## src/rtl/bmd_pkg.sv

```systemverilog
package bmd_pkg;

  // Address region classes produced by the region decoder
  typedef enum logic [2:0] {
    RG_NONE    = 3'd0,
    RG_LINEAR  = 3'd1,
    RG_BANKED  = 3'd2,
    RG_REMAP   = 3'd3,
    RG_REGPAGE = 3'd4,
    RG_IO_FAST = 3'd5,
    RG_IO_SLOW = 3'd6
  } region_e;

endpackage

```

## src/rtl/bmd_reset_sync.sv

```systemverilog
module bmd_reset_sync (
  input  logic clk,
  input  logic rst_n,
  output logic rst_sync_n
);

  logic stage1_q;
  logic stage2_q;

  always_ff @(posedge clk or negedge rst_n) begin
    if (!rst_n) begin
      stage1_q <= 1'b0;
      stage2_q <= 1'b0;
    end else begin
      stage1_q <= 1'b1;
      stage2_q <= stage1_q;
    end
  end

  assign rst_sync_n = stage2_q;

endmodule

```

## src/rtl/bmd_region_decode.sv

```systemverilog
module bmd_region_decode
  import bmd_pkg::*;
#(
  parameter int          ADDR_W     = 16,
  parameter int          PAGE_W     = 8,
  parameter logic [15:0] INT_TOP    = 16'h1100,
  parameter logic [15:0] BANK_BASE  = 16'h8000,
  parameter logic [15:0] REMAP_BASE = 16'hC000,
  parameter logic [15:0] IO_BASE    = 16'hD000,
  parameter logic [15:0] SLOW_BASE  = 16'hE000,
  parameter logic [15:0] REG_PAGE   = 16'hD000
) (
  input  logic [ADDR_W-1:0] addr,
  input  logic              remap_en,
  output region_e           region
);

  localparam int PAGE_HI_W = ADDR_W - PAGE_W;

  logic page_hit;

  assign page_hit = (addr[ADDR_W-1:PAGE_W] == REG_PAGE[ADDR_W-1:PAGE_W]);

  always_comb begin
    region = RG_NONE;
    if (addr < INT_TOP) begin
      region = RG_NONE;
    end else if (addr < BANK_BASE) begin
      region = RG_LINEAR;
    end else if (addr < REMAP_BASE) begin
      region = RG_BANKED;
    end else if (addr < IO_BASE) begin
      region = remap_en ? RG_REMAP : RG_NONE;
    end else if (page_hit) begin
      region = RG_REGPAGE;
    end else if (addr < SLOW_BASE) begin
      region = RG_IO_FAST;
    end else begin
      region = RG_IO_SLOW;
    end
  end

endmodule

```

## src/rtl/bmd_bank_regs.sv

```systemverilog
module bmd_bank_regs #(
  parameter int          ADDR_W   = 16,
  parameter int          DATA_W   = 8,
  parameter int          BANK_W   = 8,
  parameter int          PAGE_W   = 8,
  parameter logic [15:0] REG_PAGE = 16'hD000
) (
  input  logic              clk,
  input  logic              rst_n,
  input  logic [ADDR_W-1:0] addr,
  input  logic              wr_n,
  input  logic [DATA_W-1:0] data_in,
  output logic [BANK_W-1:0] bank,
  output logic              remap_en
);

  localparam logic [PAGE_W-1:0] CTRL_OFFS = {PAGE_W{1'b1}};

  logic              wr_q;
  logic [ADDR_W-1:0] addr_q;
  logic [DATA_W-1:0] data_q;
  logic [BANK_W-1:0] bank_q, bank_d;
  logic              remap_q, remap_d;
  logic              commit;
  logic              page_q;
  logic              ctrl_q;

  // Strobe and bus sampling; a commit is the rising edge of wr_n
  always_ff @(posedge clk or negedge rst_n) begin
    if (!rst_n) begin
      wr_q   <= 1'b1;
      addr_q <= '0;
      data_q <= '0;
    end else begin
      wr_q   <= wr_n;
      addr_q <= addr;
      data_q <= data_in;
    end
  end

  assign commit = !wr_q && wr_n;
  assign page_q = (addr_q[ADDR_W-1:PAGE_W] == REG_PAGE[ADDR_W-1:PAGE_W]);
  assign ctrl_q = (addr_q[PAGE_W-1:0] == CTRL_OFFS);

  always_comb begin
    bank_d  = bank_q;
    remap_d = remap_q;
    if (commit && page_q) begin
      if (ctrl_q) begin
        remap_d = data_q[0];
      end else begin
        bank_d = data_q[BANK_W-1:0];
      end
    end
  end

  always_ff @(posedge clk or negedge rst_n) begin
    if (!rst_n) begin
      bank_q  <= '0;
      remap_q <= 1'b0;
    end else begin
      bank_q  <= bank_d;
      remap_q <= remap_d;
    end
  end

  assign bank     = bank_q;
  assign remap_en = remap_q;

endmodule

```

## src/rtl/bmd_wait_gen.sv

```systemverilog
module bmd_wait_gen #(
  parameter int WAIT_CYCLES = 2
) (
  input  logic clk,
  input  logic rst_n,
  input  logic slow_act,
  output logic wait_o
);

  localparam int CNT_W = $clog2(WAIT_CYCLES + 2);
  localparam logic [CNT_W-1:0] CNT_LIM = CNT_W'(WAIT_CYCLES);

  logic [CNT_W-1:0] cnt_q, cnt_d;
  logic             at_lim;

  assign at_lim = (cnt_q == CNT_LIM);

  always_comb begin
    cnt_d = '0;
    if (slow_act) begin
      cnt_d = at_lim ? cnt_q : cnt_q + 1'b1;
    end
  end

  always_ff @(posedge clk or negedge rst_n) begin
    if (!rst_n) begin
      cnt_q <= '0;
    end else begin
      cnt_q <= cnt_d;
    end
  end

  assign wait_o = slow_act && !at_lim;

endmodule

```

## src/rtl/banked_map_decoder.sv

```systemverilog
module banked_map_decoder
  import bmd_pkg::*;
#(
  parameter int          DATA_W      = 8,
  parameter int          BANK_W      = 8,
  parameter int          WAIT_CYCLES = 2,
  parameter logic [15:0] INT_TOP     = 16'h1100
) (
  input  logic        clk,
  input  logic        rst_n,
  input  logic [15:0] addr,
  input  logic        rd_n,
  input  logic        wr_n,
  input  logic [7:0]  data_in,
  output logic        sram_ce_n,
  output logic [13:0] sram_addr_hi,
  output logic [15:0] io_cs_n,
  output logic        wait_req
);

  localparam int ADDR_W   = 16;
  localparam int LOW_W    = 8;
  localparam int WIN_W    = 14;
  localparam int REMAP_W  = 12;
  localparam int PHYS_W   = WIN_W + BANK_W;
  localparam int HI_W     = PHYS_W - LOW_W;
  localparam int NUM_CS   = 16;
  localparam int CS_SEL_W = $clog2(NUM_CS);

  logic              rst_sync_n;
  logic [BANK_W-1:0] bank_q;
  logic              remap_q;
  region_e           region;
  logic              strobe;
  logic              sram_hit;
  logic              io_hit;
  logic              slow_act;
  logic [PHYS_W-1:0] phys;
  logic [DATA_W-1:0] data_w;

  assign data_w = DATA_W'(data_in);

  bmd_reset_sync u_rst (
    .clk        (clk),
    .rst_n      (rst_n),
    .rst_sync_n (rst_sync_n)
  );

  bmd_region_decode #(
    .ADDR_W (ADDR_W),
    .PAGE_W (LOW_W)
  ) u_dec (
    .addr     (addr),
    .remap_en (remap_q),
    .region   (region)
  );

  bmd_bank_regs #(
    .ADDR_W (ADDR_W),
    .DATA_W (DATA_W),
    .BANK_W (BANK_W),
    .PAGE_W (LOW_W)
  ) u_regs (
    .clk      (clk),
    .rst_n    (rst_sync_n),
    .addr     (addr),
    .wr_n     (wr_n),
    .data_in  (data_w),
    .bank     (bank_q),
    .remap_en (remap_q)
  );

  assign strobe   = !rd_n || !wr_n;
  assign sram_hit = strobe && (region == RG_LINEAR || region == RG_BANKED ||
                               region == RG_REMAP);
  assign io_hit   = strobe && (region == RG_IO_FAST || region == RG_IO_SLOW);
  assign slow_act = strobe && (region == RG_IO_SLOW);

  bmd_wait_gen #(
    .WAIT_CYCLES (WAIT_CYCLES)
  ) u_wait (
    .clk      (clk),
    .rst_n    (rst_sync_n),
    .slow_act (slow_act),
    .wait_o   (wait_req)
  );

  // Physical SRAM address for each SRAM region
  always_comb begin
    phys = '0;
    unique case (region)
      RG_LINEAR: phys = PHYS_W'(addr);
      RG_BANKED: phys = {bank_q, addr[WIN_W-1:0]};
      RG_REMAP:  phys = PHYS_W'(addr[REMAP_W-1:0]);
      default:   phys = '0;
    endcase
  end

  assign sram_ce_n    = !sram_hit;
  assign sram_addr_hi = sram_hit ? phys[PHYS_W-1:LOW_W] : '0;

  // One select line per 4 KB slice of CPU space
  for (genvar g = 0; g < NUM_CS; g++) begin : g_cs
    assign io_cs_n[g] = !(io_hit &&
                         (addr[ADDR_W-1 -: CS_SEL_W] == CS_SEL_W'(g)));
  end

  if (HI_W != 14) begin : g_width_guard
    initial $error("bank width must give a 14-bit upper address");
  end

endmodule

```

## config.mk

```make
export PLATFORM = sky130hd
export DESIGN_NAME = banked_map_decoder
export DESIGN_NICKNAME = d
export VERILOG_FILES = /design/src/rtl/bmd_pkg.sv /design/src/rtl/bmd_reset_sync.sv /design/src/rtl/bmd_region_decode.sv /design/src/rtl/bmd_bank_regs.sv /design/src/rtl/bmd_wait_gen.sv /design/src/rtl/banked_map_decoder.sv
export SDC_FILE = /design/constraint.sdc
export NUM_CORES = 1
export LEC_CHECK = 0
export BUFFER_PORTS_ARGS = -buffer_cell sky130_fd_sc_hd__buf_2
export CAP_MARGIN = 30
export CORE_ASPECT_RATIO = 0.75
export CORE_UTILIZATION = 25
export DETAILED_ROUTE_END_ITERATION = 10
export GPL_TIMING_DRIVEN = 0
export HOLD_SLACK_MARGIN = 0.08
export PLACE_DENSITY = 0.51
export SYNTH_ARGS = -nofsm -noshare
export SYNTH_HDL_FRONTEND = slang
export SYNTH_SLANG_ARGS = --single-unit
```

## constraint.sdc

```tcl
create_clock -name clk -period 1.4 [get_ports clk]
set_input_delay 0.14 -clock clk [delete_from_list [all_inputs] [get_ports clk]]
set_output_delay 0.14 -clock clk [all_outputs]
set_load 0.05 [all_outputs]
```

# Word level (Yosys, flattened, before mapping)
# Index checks and enable logic that the tools add are counted.
# word_totals
out_inout_bits	32
inputBits	28
ff_bits	38
elab_cells	101
# classes
n_reduce_logical	50
magnitude_cmp	5
n_eq_ne	25
n_mux	11
n_bitwise	1
addsub	1
# ops
cell	count
22-bit one-hot mux with 3 select lines	1
16-bit < comparator, second input constant	4
4-bit equality test, second input constant	8
8-bit equality test, second input constant	3
1-bit logical AND	22
1-bit logical NOT	21
4-bit by 3-bit equality test with 1-bit output, second input constant	4
16-bit by 13-bit < comparator with 1-bit output, second input constant	1
3-bit 2-to-1 mux	5
14-bit 2-to-1 mux	1
4-bit by 2-bit equality test with 1-bit output, second input constant	2
2-bit 2-to-1 mux	4
3-bit by 2-bit equality test with 1-bit output, second input constant	2
3-bit equality test, second input constant	2
4-bit by 1-bit equality test with 1-bit output, second input constant	1
4-bit logical NOT	1
1-bit logical OR	4
2-bit AND reduction	2
3-bit by 1-bit equality test with 1-bit output, second input constant	1
2-bit by 1-bit adder with 2-bit output, second input constant	1
2-bit equality test, second input constant	1
2-bit != test, second input constant	1
1-bit inverter	1

# Depth between registers and ports, before layout
# Gate-level depths: netlist of run 1.
# logic_depth
depth_word	12
ltp_mapped	5
ltp_nobuf	5

# Modules after synthesis
# A second synthesis of run 1 with hierarchy kept.
# hier_totals
cells_unflattened	138
area_unflattened_um2	1670.4
# modules_own_cells
mod	instances	cells_each	area_per_inst_um2	seq_area_each_um2
bmd_bank_regs	1	50	1023.5	852.1
banked_map_decoder	1	64	415.4	0.0
bmd_wait_gen	1	10	111.4	50.0
bmd_region_decode	1	11	66.3	0.0
bmd_reset_sync	1	3	53.8	50.0

# Worst setup path before layout of run 1
# No wires, ideal clock.
# synth_timing
path_kind	register to output
from	register u_regs.remap_q, in the netlist u_regs.remap_en
to	output sram_addr_hi[6]
slack_ps	-410
required_time_ps	1260
path_stages_with_launch	5
path_buffers	0
t_arrival_ps	1670
cell_sequence	dfrtp_1 -> nor2b_1 -> o21ai_0 -> a31o_2 -> a21oi_1
# synth_between
elab_chain_cells	10
elab_cells_between_ends	13
classes_between	eq/ne: 3; mux: 7; reduce/logical: 3
# synth_lines
item	line	source
from (decl)	bmd_bank_regs.sv:23	logic remap_q, remap_d;
from (signal assigned)	bmd_bank_regs.sv:63	remap_q <= remap_d;
2-bit 2-to-1 mux *	bmd_region_decode.sv:33	region = remap_en ? RG_REMAP : RG_NONE;
3-bit 2-to-1 mux *	bmd_region_decode.sv:32	end else if (addr < IO_BASE) begin
3-bit 2-to-1 mux *	bmd_region_decode.sv:30	end else if (addr < REMAP_BASE) begin
3-bit 2-to-1 mux *	bmd_region_decode.sv:28	end else if (addr < BANK_BASE) begin
3-bit 2-to-1 mux *	bmd_region_decode.sv:26	if (addr < INT_TOP) begin
3-bit by 1-bit equality test with 1-bit output or 3-bit by 2-bit equality test with 1-bit output (tied branches)	banked_map_decoder.sv:74, banked_map_decoder.sv:91	
1-bit logical OR (2 in a row)	banked_map_decoder.sv:74	assign sram_hit = strobe && (region == RG_LINEAR || region == RG_BANKED ||
1-bit logical AND	banked_map_decoder.sv:74	
14-bit 2-to-1 mux *	banked_map_decoder.sv:100	assign sram_addr_hi = sram_hit ? phys[PHYS_W-1:LOW_W] : '0;
to (decl)	banked_map_decoder.sv:16	output logic [13:0] sram_addr_hi,
# Every way passes the cells marked *; elsewhere a longest branch is shown, timed or not.

# Final worst setup path of run 1
# Same ends and word-level chain as after synthesis.

==> results list, run 1 <==
* Result of the run: complete, but fails checks
* Violations in the final reports: setup timing
- Post-placement cell area: 1880 um^2
- In the global route stage, overall resource usage came out at 0.0974.
- TritonCTS buffer count: 5
* Skew-Pair Late Insertion Delay: 0.28 ns
- For the worst setup path, the data required time is 1.26 ns.
- Detailed-route wire length per cell: 9.92 um
- During placement, the flow inserted port buffers numbering 46.
- By startpoint and endpoint, the worst setup path is classified as reg -> out.
* Kind of capture point of the worst setup path: primary output
- After the first detailed-routing iteration, the DRC count stood at 45.
* Hold crit path type: in -> async
- Summed over all layers, the global routing overflow is 0.
- Counting the fill cells in the layout gives 549.
* Top achievable clock speed: 647 MHz
- Power density of the placed cells: 1140 nW/um^2
- Pin count of the biggest net entering global routing: 37
- Endpoints failing setup: 7
* Slew of the pin with the lowest slew margin: 0.752 ns
- Via count: 1081
- The share of synthesized area in the top cell type comes to 0.623.
* First-pass GRT wire length: 4570 um
- The signal on the critical path passes through nor2b_1 -> o21ai_1 -> a31o_2 -> a21oi_4 -> buf_6.
- The max-slew violation count came to 0.
* Total Routed Length: 2810 um
* Die boundary width: 91 um
* I/O pin total: 60
- Leakage Power: 1.19 nW
* Dominant cell type by area after synthesis: sky130_fd_sc_hd__dfrtp_1
- DRC violations left: 0
* CP peak stage delay: 0.38 ns
- Number of global-route vias before repair: 1014
* Fraction of the yosys area taken by sequential cells: 0.641
- The synthesized netlist occupies a cell area of 1490 um^2.
* Sink count of the clock tree: 38
- Final setup skew: 0.00747 ns
- Before CTS, the worst setup slack after placement is -0.0699 ns.
* Part of the power in the clock network: 0.416
- Top metal layer carrying routed signals: met4
- Max Cap Viol: 0
- The die covers 6260 um^2.
* Worst max-slew margin expressed relative to the limit: 0.499
- Initial core utilization: 0.269
- Standard cell with the maximum stage delay on the critical path: sky130_fd_sc_hd__dfrtp_1
- Hold timing on the final database bottoms out at a slack of 0.162 ns.
- Proportion of layout cells with a drive suffix above 1: 0.462
* Area growth syn-to-layout: 59.6%
- Final period util: 1.10
- Synth unique cells: 27
* Maximum number of buffers from clock root to sink: 2
* Wire length on met1: 1310 um
- Setup repair after global routing could not meet its margin everywhere.
* First-pass DRT Iterations: 4
- Antenna Violating Nets Remaining: 0
* Clock-pin slew reported for the worst setup and hold paths after clock tree synthesis: 0.08 ns
- Sequential group share of total power: 0.436
* Routed length on met2: 1290 um
- The multi-input combinational cells in the finished layout cover a total of 505 um^2.
- Startpoint type of the worst setup path: flop
* Syn Area/Cell: 13.4 um^2
* Yosys reg bits: 38
- For flop-to-flop paths, the worst setup slack is 0.01 ns.
- Of the total power, the share spent switching nets is 0.235.
- Root buffer cell: sky130_fd_sc_hd__clkbuf_8
* Hold Vio Cnt, Final: 0
- Highest net fanout along the worst path: 3
* Net switching power figure: 0.636 mW
* Sum of met3 wire segment lengths after detailed routing: 147 um
- Worst supply voltage drop on vdd: 0.000659 V
- After detailed routing, the number of vias per cell comes to 3.82.
* Antenna diodes: 0
* Overall die height: 68.8 um
* Biggest area contributors in the synthesized netlist: sky130_fd_sc_hd__dfrtp_1 (62%), sky130_fd_sc_hd__mux2_2 (6.8%), sky130_fd_sc_hd__buf_4 (6.6%), sky130_fd_sc_hd__and2_1 (4.6%), sky130_fd_sc_hd__nor2_1 (2.0%)
* Internal Pwr Total: 2.07 mW
- YS warnings: 0
* Total Nets Final: 236
- After layout, the worst setup slack is -0.145 ns.
- After technology mapping, the gate count stands at 111.
- Signal arrival time at the worst endpoint: 1.41 ns
* Final critical-path required period: 1.55 ns
- The initialized floorplan defines 23 standard-cell rows.
* Total non-filler cell area in the finished layout: 2370 um^2
- Detailed placement HPWL: 1950 um
- CTS H-tree depth: 2
- In this run the standard cell core region covers 5530 um^2.
* Gpl congestion: 0.679
- TritonCTS clock tree: built
- Register area: 953 um^2
* Number of antenna violations at the first check in global routing: 0
- The share of total power dissipated in combinational logic is 0.148.
power by group through the flow:
stage                     registers, mW  logic [mW]  clock network (mW)
after floorplan                    1.19       0.242                   0
final                              1.18       0.400                1.13
after global placement             1.20       0.319                   0
after global routing               1.19       0.429                1.23
after CTS                          1.18       0.391                1.17
after detailed placement           1.20       0.318                   0
Yosys cell counts, drive strengths merged:
cell,n
a21oi,3
a31o,1
and2,11
and3b,1
buf,13
conb,1
dfrtp,37
dfstp,1
ha,1
inv,3
mux2,9
nand2,2
nand2b,2
nand3,1
nand3b,2
nand4,3
nand4b,1
nor2,8
nor2b,1
nor3,1
nor4b,1
o21ai,3
o41ai,1
or2,2
or4b,1
xor2,1
through the flow:
stage | setup TNS (ns) | total power [mW] | instances | util
2_1_floorplan | 0 | 1.44 | 124 | -
3_3_place_gp | -6.67 | 1.52 | 245 | 0.340
3_5_place_dp | -0.114 | 1.52 | 245 | 0.340
4_1_cts | -0.890 | 2.74 | 280 | 0.421
5_1_grt | -1.67 | 2.84 | 283 | 0.429
6_report | -0.737 | 2.71 | 283 | 0.429
cell usage in the layout, fill, tap and decap left out, types with 2 or more instances in the layout:
master,n
sky130_fd_sc_hd__and2_1,11
sky130_fd_sc_hd__buf_2,37
sky130_fd_sc_hd__buf_4,21
sky130_fd_sc_hd__buf_6,4
sky130_fd_sc_hd__bufinv_16,2
sky130_fd_sc_hd__clkbuf_8,6
sky130_fd_sc_hd__conb_1,14
sky130_fd_sc_hd__dfrtp_1,36
sky130_fd_sc_hd__dlygate4sd3_1,26
sky130_fd_sc_hd__inv_1,3
sky130_fd_sc_hd__mux2_2,9
sky130_fd_sc_hd__nand2b_1,2
sky130_fd_sc_hd__nand4_1,3
sky130_fd_sc_hd__nor2_1,5
sky130_fd_sc_hd__nor2_2,2
sky130_fd_sc_hd__o21ai_0,2
sky130_fd_sc_hd__or2_2,2
layer usage:
metal | global-route usage | vias to the layer above
li1 | - | 538
met1 | 0.121 | 504
met2 | 0.160 | 34
met3 | 0.0274 | 5
met4 | 0.0476 | 0
met5 | 0 | -
flip-flops by register name, indices dropped and copies added (netlist names):
name and cells:
u_rst.stage1_q 1, u_regs.bank 8, u_regs.wr_q 1, u_regs.data_q 8, u_rst.rst_sync_n 1, u_regs.addr_q 16
u_regs.remap_en 1, u_wait.cnt_q 2
timing repair:
| item | in CTS | in global routing |
|---|---|---|
| endpoints found under the hold margin | 27 | 0 |
| pin swaps | 2 | 2 |
| hold buffers | 26 | 0 |
| buffers inserted | 1 | 3 |
| endpoints found under the setup margin | 16 | 18 |
| gates resized for setup | 14 | 7 |
worst max-delay path, delay by kind of cell, from the launching register on:
| kind | cells | cell delay (ns) |
|---|---|---|
| AND/OR/NAND/NOR | 1 | 0.14 |
| buffers and inverters | 1 | 0.17 |
| flip-flops | 1 | 0.38 |
| AO/OA/AOI/OAI | 3 | 0.43 |
kinds of logic after synthesis:
logic type,Yosys count,synth area share
flops,38,0.641
simple gates,37,0.168
buf+inv,16,0.0733
mux,9,0.0682
compound gates,8,0.0320
fa+ha+maj,1,0.00842
other cells,1,0.00252
xor+xnor,1,0.00590
layout make-up:
cell class | count | area share
Inverter | 3 | 0.00475
Clock inverter | 2 | 0.0253
Timing Repair Buffer | 76 | 0.239
Sequential cell | 38 | 0.402
Clock buffer | 6 | 0.0348
Tap cell | 75 | 0.0396
Multi-Input combinational cell | 70 | 0.213
Buffer | 13 | 0.0412
worst paths after layout:
path,start,to,cells after the start
max in group asynchronous,u_rst.rst_sync_n$_DFF_PN0_,u_regs.data_q[6]$_DFF_PN0_,0
min in group clk,addr[13],u_wait.cnt_q[0]$_DFFE_PN0P_,3
worst max-delay path,u_regs.remap_en$_DFFE_PN0P_,sram_addr_hi[6],5
worst min-delay path,rst_n,u_rst.rst_sync_n$_DFF_PN0_,2
worst max register to register,u_regs.addr_q[13]$_DFF_PN0_,u_regs.bank[3]$_DFFE_PN0P_,4
worst min register to register,u_rst.rst_sync_n$_DFF_PN0_,u_regs.addr_q[1]$_DFF_PN0_,0
Power figures use the tool's default switching activity.
==> run 2, diff against run 1 <==
--- a/config.mk
+++ b/config.mk
@@ -13,6 +13,7 @@
 export GPL_TIMING_DRIVEN = 0
 export HOLD_SLACK_MARGIN = 0.08
 export PLACE_DENSITY = 0.51
+export RECOVER_POWER = 25
 export SYNTH_ARGS = -nofsm -noshare
 export SYNTH_HDL_FRONTEND = slang
 export SYNTH_SLANG_ARGS = --single-unit
==> run 2 against run 1 <==
Net effect:
- the flow still finishes with violations (setup timing)
- fmax did not move
- clock-buffer cell count unchanged
- clock skew about the same
- first-iteration DRC count did not move
- sequential power hardly changed
- clock power about the same
- final area barely moved
- flip-flop and latch count unchanged
- die area is the same
- cell count unchanged
- critical path type unchanged
- largest power group unchanged
==> results list, run 2 (synthesized netlist as in run 1, its figures left out) <==
- The run finished, with violations left.
* Violations in the final reports: setup timing
- Worst setup slack after placement: -0.0699 ns (unchanged)
- The post-route minimum period came to 1.55 ns (unchanged).
* Most utilized layer in the global route result: met2
* Initial core utilization: 0.269 (unchanged)
- The met1 global-route usage was 0.121 (unchanged).
- The data required time at the worst endpoint came to 1.26 ns (about the same).
* Area of the multi-input gates: 505 um^2 (unchanged)
* End-of-flow core utilization: 0.429 (about the same)
- The register area is 953 um^2 (unchanged).
- Highest net fanout along the worst path: 3 (unchanged)
- The relative max-transition margin is 0.499 (unchanged).
- 1st-iter DRT viols: 45 (unchanged)
* Leakage Power: 1.19 nW (-0.23%)
- Max reg flops: 16 (unchanged)
* Root buffer cell: sky130_fd_sc_hd__clkbuf_8
* Endpoints failing setup: 7 (unchanged)
* Fin worst setup slack: -0.145 ns (unchanged)
- First-pass DRT Iterations: 4 (unchanged)
* Hold Vio Cnt, Final: 0 (unchanged)
- Total Nets Final: 236 (unchanged)
- The portion of total power attributed to combinational logic is 0.148 (about the same).
- Global-route usage over all layers: 0.0974 (unchanged)
- The final period utilization was 1.10 (unchanged).
- Skew-Pair Late Insertion Delay: 0.28 ns (about the same)
* I/O pin total: 60 (unchanged)
- Total non-filler cell area in the finished layout: 2370 um^2 (about the same)
- The number of diodes added for antenna fixing came to 0 (unchanged).
- The die span in y is 68.8 um (unchanged).
* Average vias per placed instance: 3.82 (about the same)
* Post-placement cell area: 1880 um^2 (unchanged)
* Count of pins over their slew limit: 0 (unchanged)
* Placed cell count: 245 (unchanged)
* Row count: 23 (unchanged)
* Top achievable clock speed: 647 MHz (unchanged)
* Part of the power in the clock network: 0.417 (about the same)
- Final setup skew: 0.00746 ns (-0.00000847 ns)
- Number of global-route vias before repair: 1014 (unchanged)
- Highest-count cells in the layout ignoring fill and taps: sky130_fd_sc_hd__buf_2 (36), sky130_fd_sc_hd__dfrtp_1 (36), sky130_fd_sc_hd__dlygate4sd3_1 (26)
- Die Footprint: 6260 um^2 (unchanged)
- Max Cap Viol: 0 (unchanged)
- Die boundary width: 91 um (unchanged)
- Unrepaired setup endpoints after global routing: yes
* Sink count of the clock tree: 38 (unchanged)
- The number of antenna-violating nets in the routed design came to 0 (unchanged).
- The register-to-register setup slack is 0.01 ns (about the same).
- Clock-pin slew reported for the worst setup and hold paths after clock tree synthesis: 0.08 ns (about the same)
- The count of filler cells inserted in the layout is 550 (+0.18%).
- Design Power: 2.71 mW (about the same)
- The data arrival time of the critical path was 1.41 ns (about the same).
- TritonCTS built the clock tree.
- CTS H-tree depth: 2 (unchanged)
- Startpoint type of the worst setup path: flop
- Switching part of the total power: 0.235 (about the same)
* TritonCTS buffer count: 5 (unchanged)
* First-pass GRT wire length: 4570 um (unchanged)
- Port-buffer cells: 46 (unchanged)
- The detailed placement HPWL was 1950 um (unchanged).
- The power per cell area is 1140 nW/um^2 (about the same).
- The maximum buffer depth of the clock tree is 2 (unchanged).
- Via count: 1080 (-0.093%)
* Net switching power figure: 0.636 mW (about the same)
- The post-detailed-route DRC marker count came to 0 (unchanged).
- STA classifies the critical path endpoint as a primary output.
* Routing usage on met2: 0.160 (unchanged)
- The register with the most flip-flops in the final layout is u_regs.addr_q.
- The highest ir drop seen on vdd was 0.000659 V (unchanged).
- The final sum of negative setup slack is -0.737 ns (unchanged).
* Core Region: 5530 um^2 (unchanged)
* Number of antenna violations at the first check in global routing: 0 (unchanged)
- Met3 Track Usage GR: 0.0274 (unchanged)
* Sequential group share of total power: 0.436 (about the same)
* Detailed-route wire length per cell: 9.92 um (about the same)
- The maximum number of pins on one net before global-route repair came to 37 (unchanged).
- The tightest min-delay check is of the in -> async type.
- The final non-filler cell total is 283 (unchanged).
* Setup CP Type: reg -> out
- The final routed wirelength across all metal layers came to 2810 um (about the same).
- The internal power was 2.07 mW (about the same).
- The worst hold margin was 0.167 ns (+0.00453 ns).
* Area growth syn-to-layout: 59.5% (about the same)
- Global route total overflow: 0 (unchanged)
- Proportion of layout cells with a drive suffix above 1: 0.457 (-0.00481)
- The final estimated routing congestion in global placement came to 0.679 (unchanged).
* Slew of the pin with the lowest slew margin: 0.752 ns (-0.000000119 ns)
run 2: cell types whose count changed in the layout (fill, tap and decap cells not counted):
cell	before	now
sky130_fd_sc_hd__buf_2	37	36
sky130_fd_sc_hd__clkbuf_1	0	1
run 2: what timing repair did:
item                       in CTS  in global routing
hold buffers                   26                  0
gates resized for setup        14                  7
hold endpoints to repair       27                  0
setup endpoints to repair      16                 18
pin swaps                       2                  2
buffers inserted                1                  3
run 2: metal layers:
metal	routed length, um	up-vias
met5	0	-
met4	59	0
met3	147	5
met2	1290	34
met1	1310	504
li1	-	537
run 2: power groups by stage:
stage	Sequential [mW]	Combinational [mW]	Clock, mW
after floorplan	1.19	0.242	0
after global placement	1.20	0.319	0
after detailed placement	1.20	0.318	0
after CTS	1.18	0.391	1.17
after global routing	1.19	0.429	1.23
final	1.18	0.400	1.13
run 2: final cells by class:
type / count / share of cell area
buffer: 13 / 0.0412
inverter: 3 / 0.00475
multi-input combinational: 70 / 0.213
tap: 75 / 0.0396
clock inverter: 2 / 0.0254
timing repair buffer: 76 / 0.238
sequential: 38 / 0.403
clock buffer: 6 / 0.0349
run 2: final timing paths:
path / from / to / cells after the start
setup reg to reg: u_regs.addr_q[13]$_DFF_PN0_ / u_regs.bank[3]$_DFFE_PN0P_ / 4
hold reg to reg: u_rst.rst_sync_n$_DFF_PN0_ / u_regs.addr_q[1]$_DFF_PN0_ / 0
hold / removal: rst_n / u_rst.stage1_q$_DFF_PN0_ / 2
setup / recovery: u_regs.remap_en$_DFFE_PN0P_ / sram_addr_hi[6] / 5
max in group asynchronous: u_rst.rst_sync_n$_DFF_PN0_ / u_regs.data_q[6]$_DFF_PN0_ / 0
min in group clk: addr[13] / u_wait.cnt_q[0]$_DFFE_PN0P_ / 3
run 2: critical path, cell delays in order, from the launching register on:
cell and delay (ns):
sky130_fd_sc_hd__dfrtp_1 0.38, sky130_fd_sc_hd__nor2b_1 0.14, sky130_fd_sc_hd__o21ai_1 0.06, sky130_fd_sc_hd__a31o_2 0.25, sky130_fd_sc_hd__a21oi_4 0.12, sky130_fd_sc_hd__buf_6 0.17
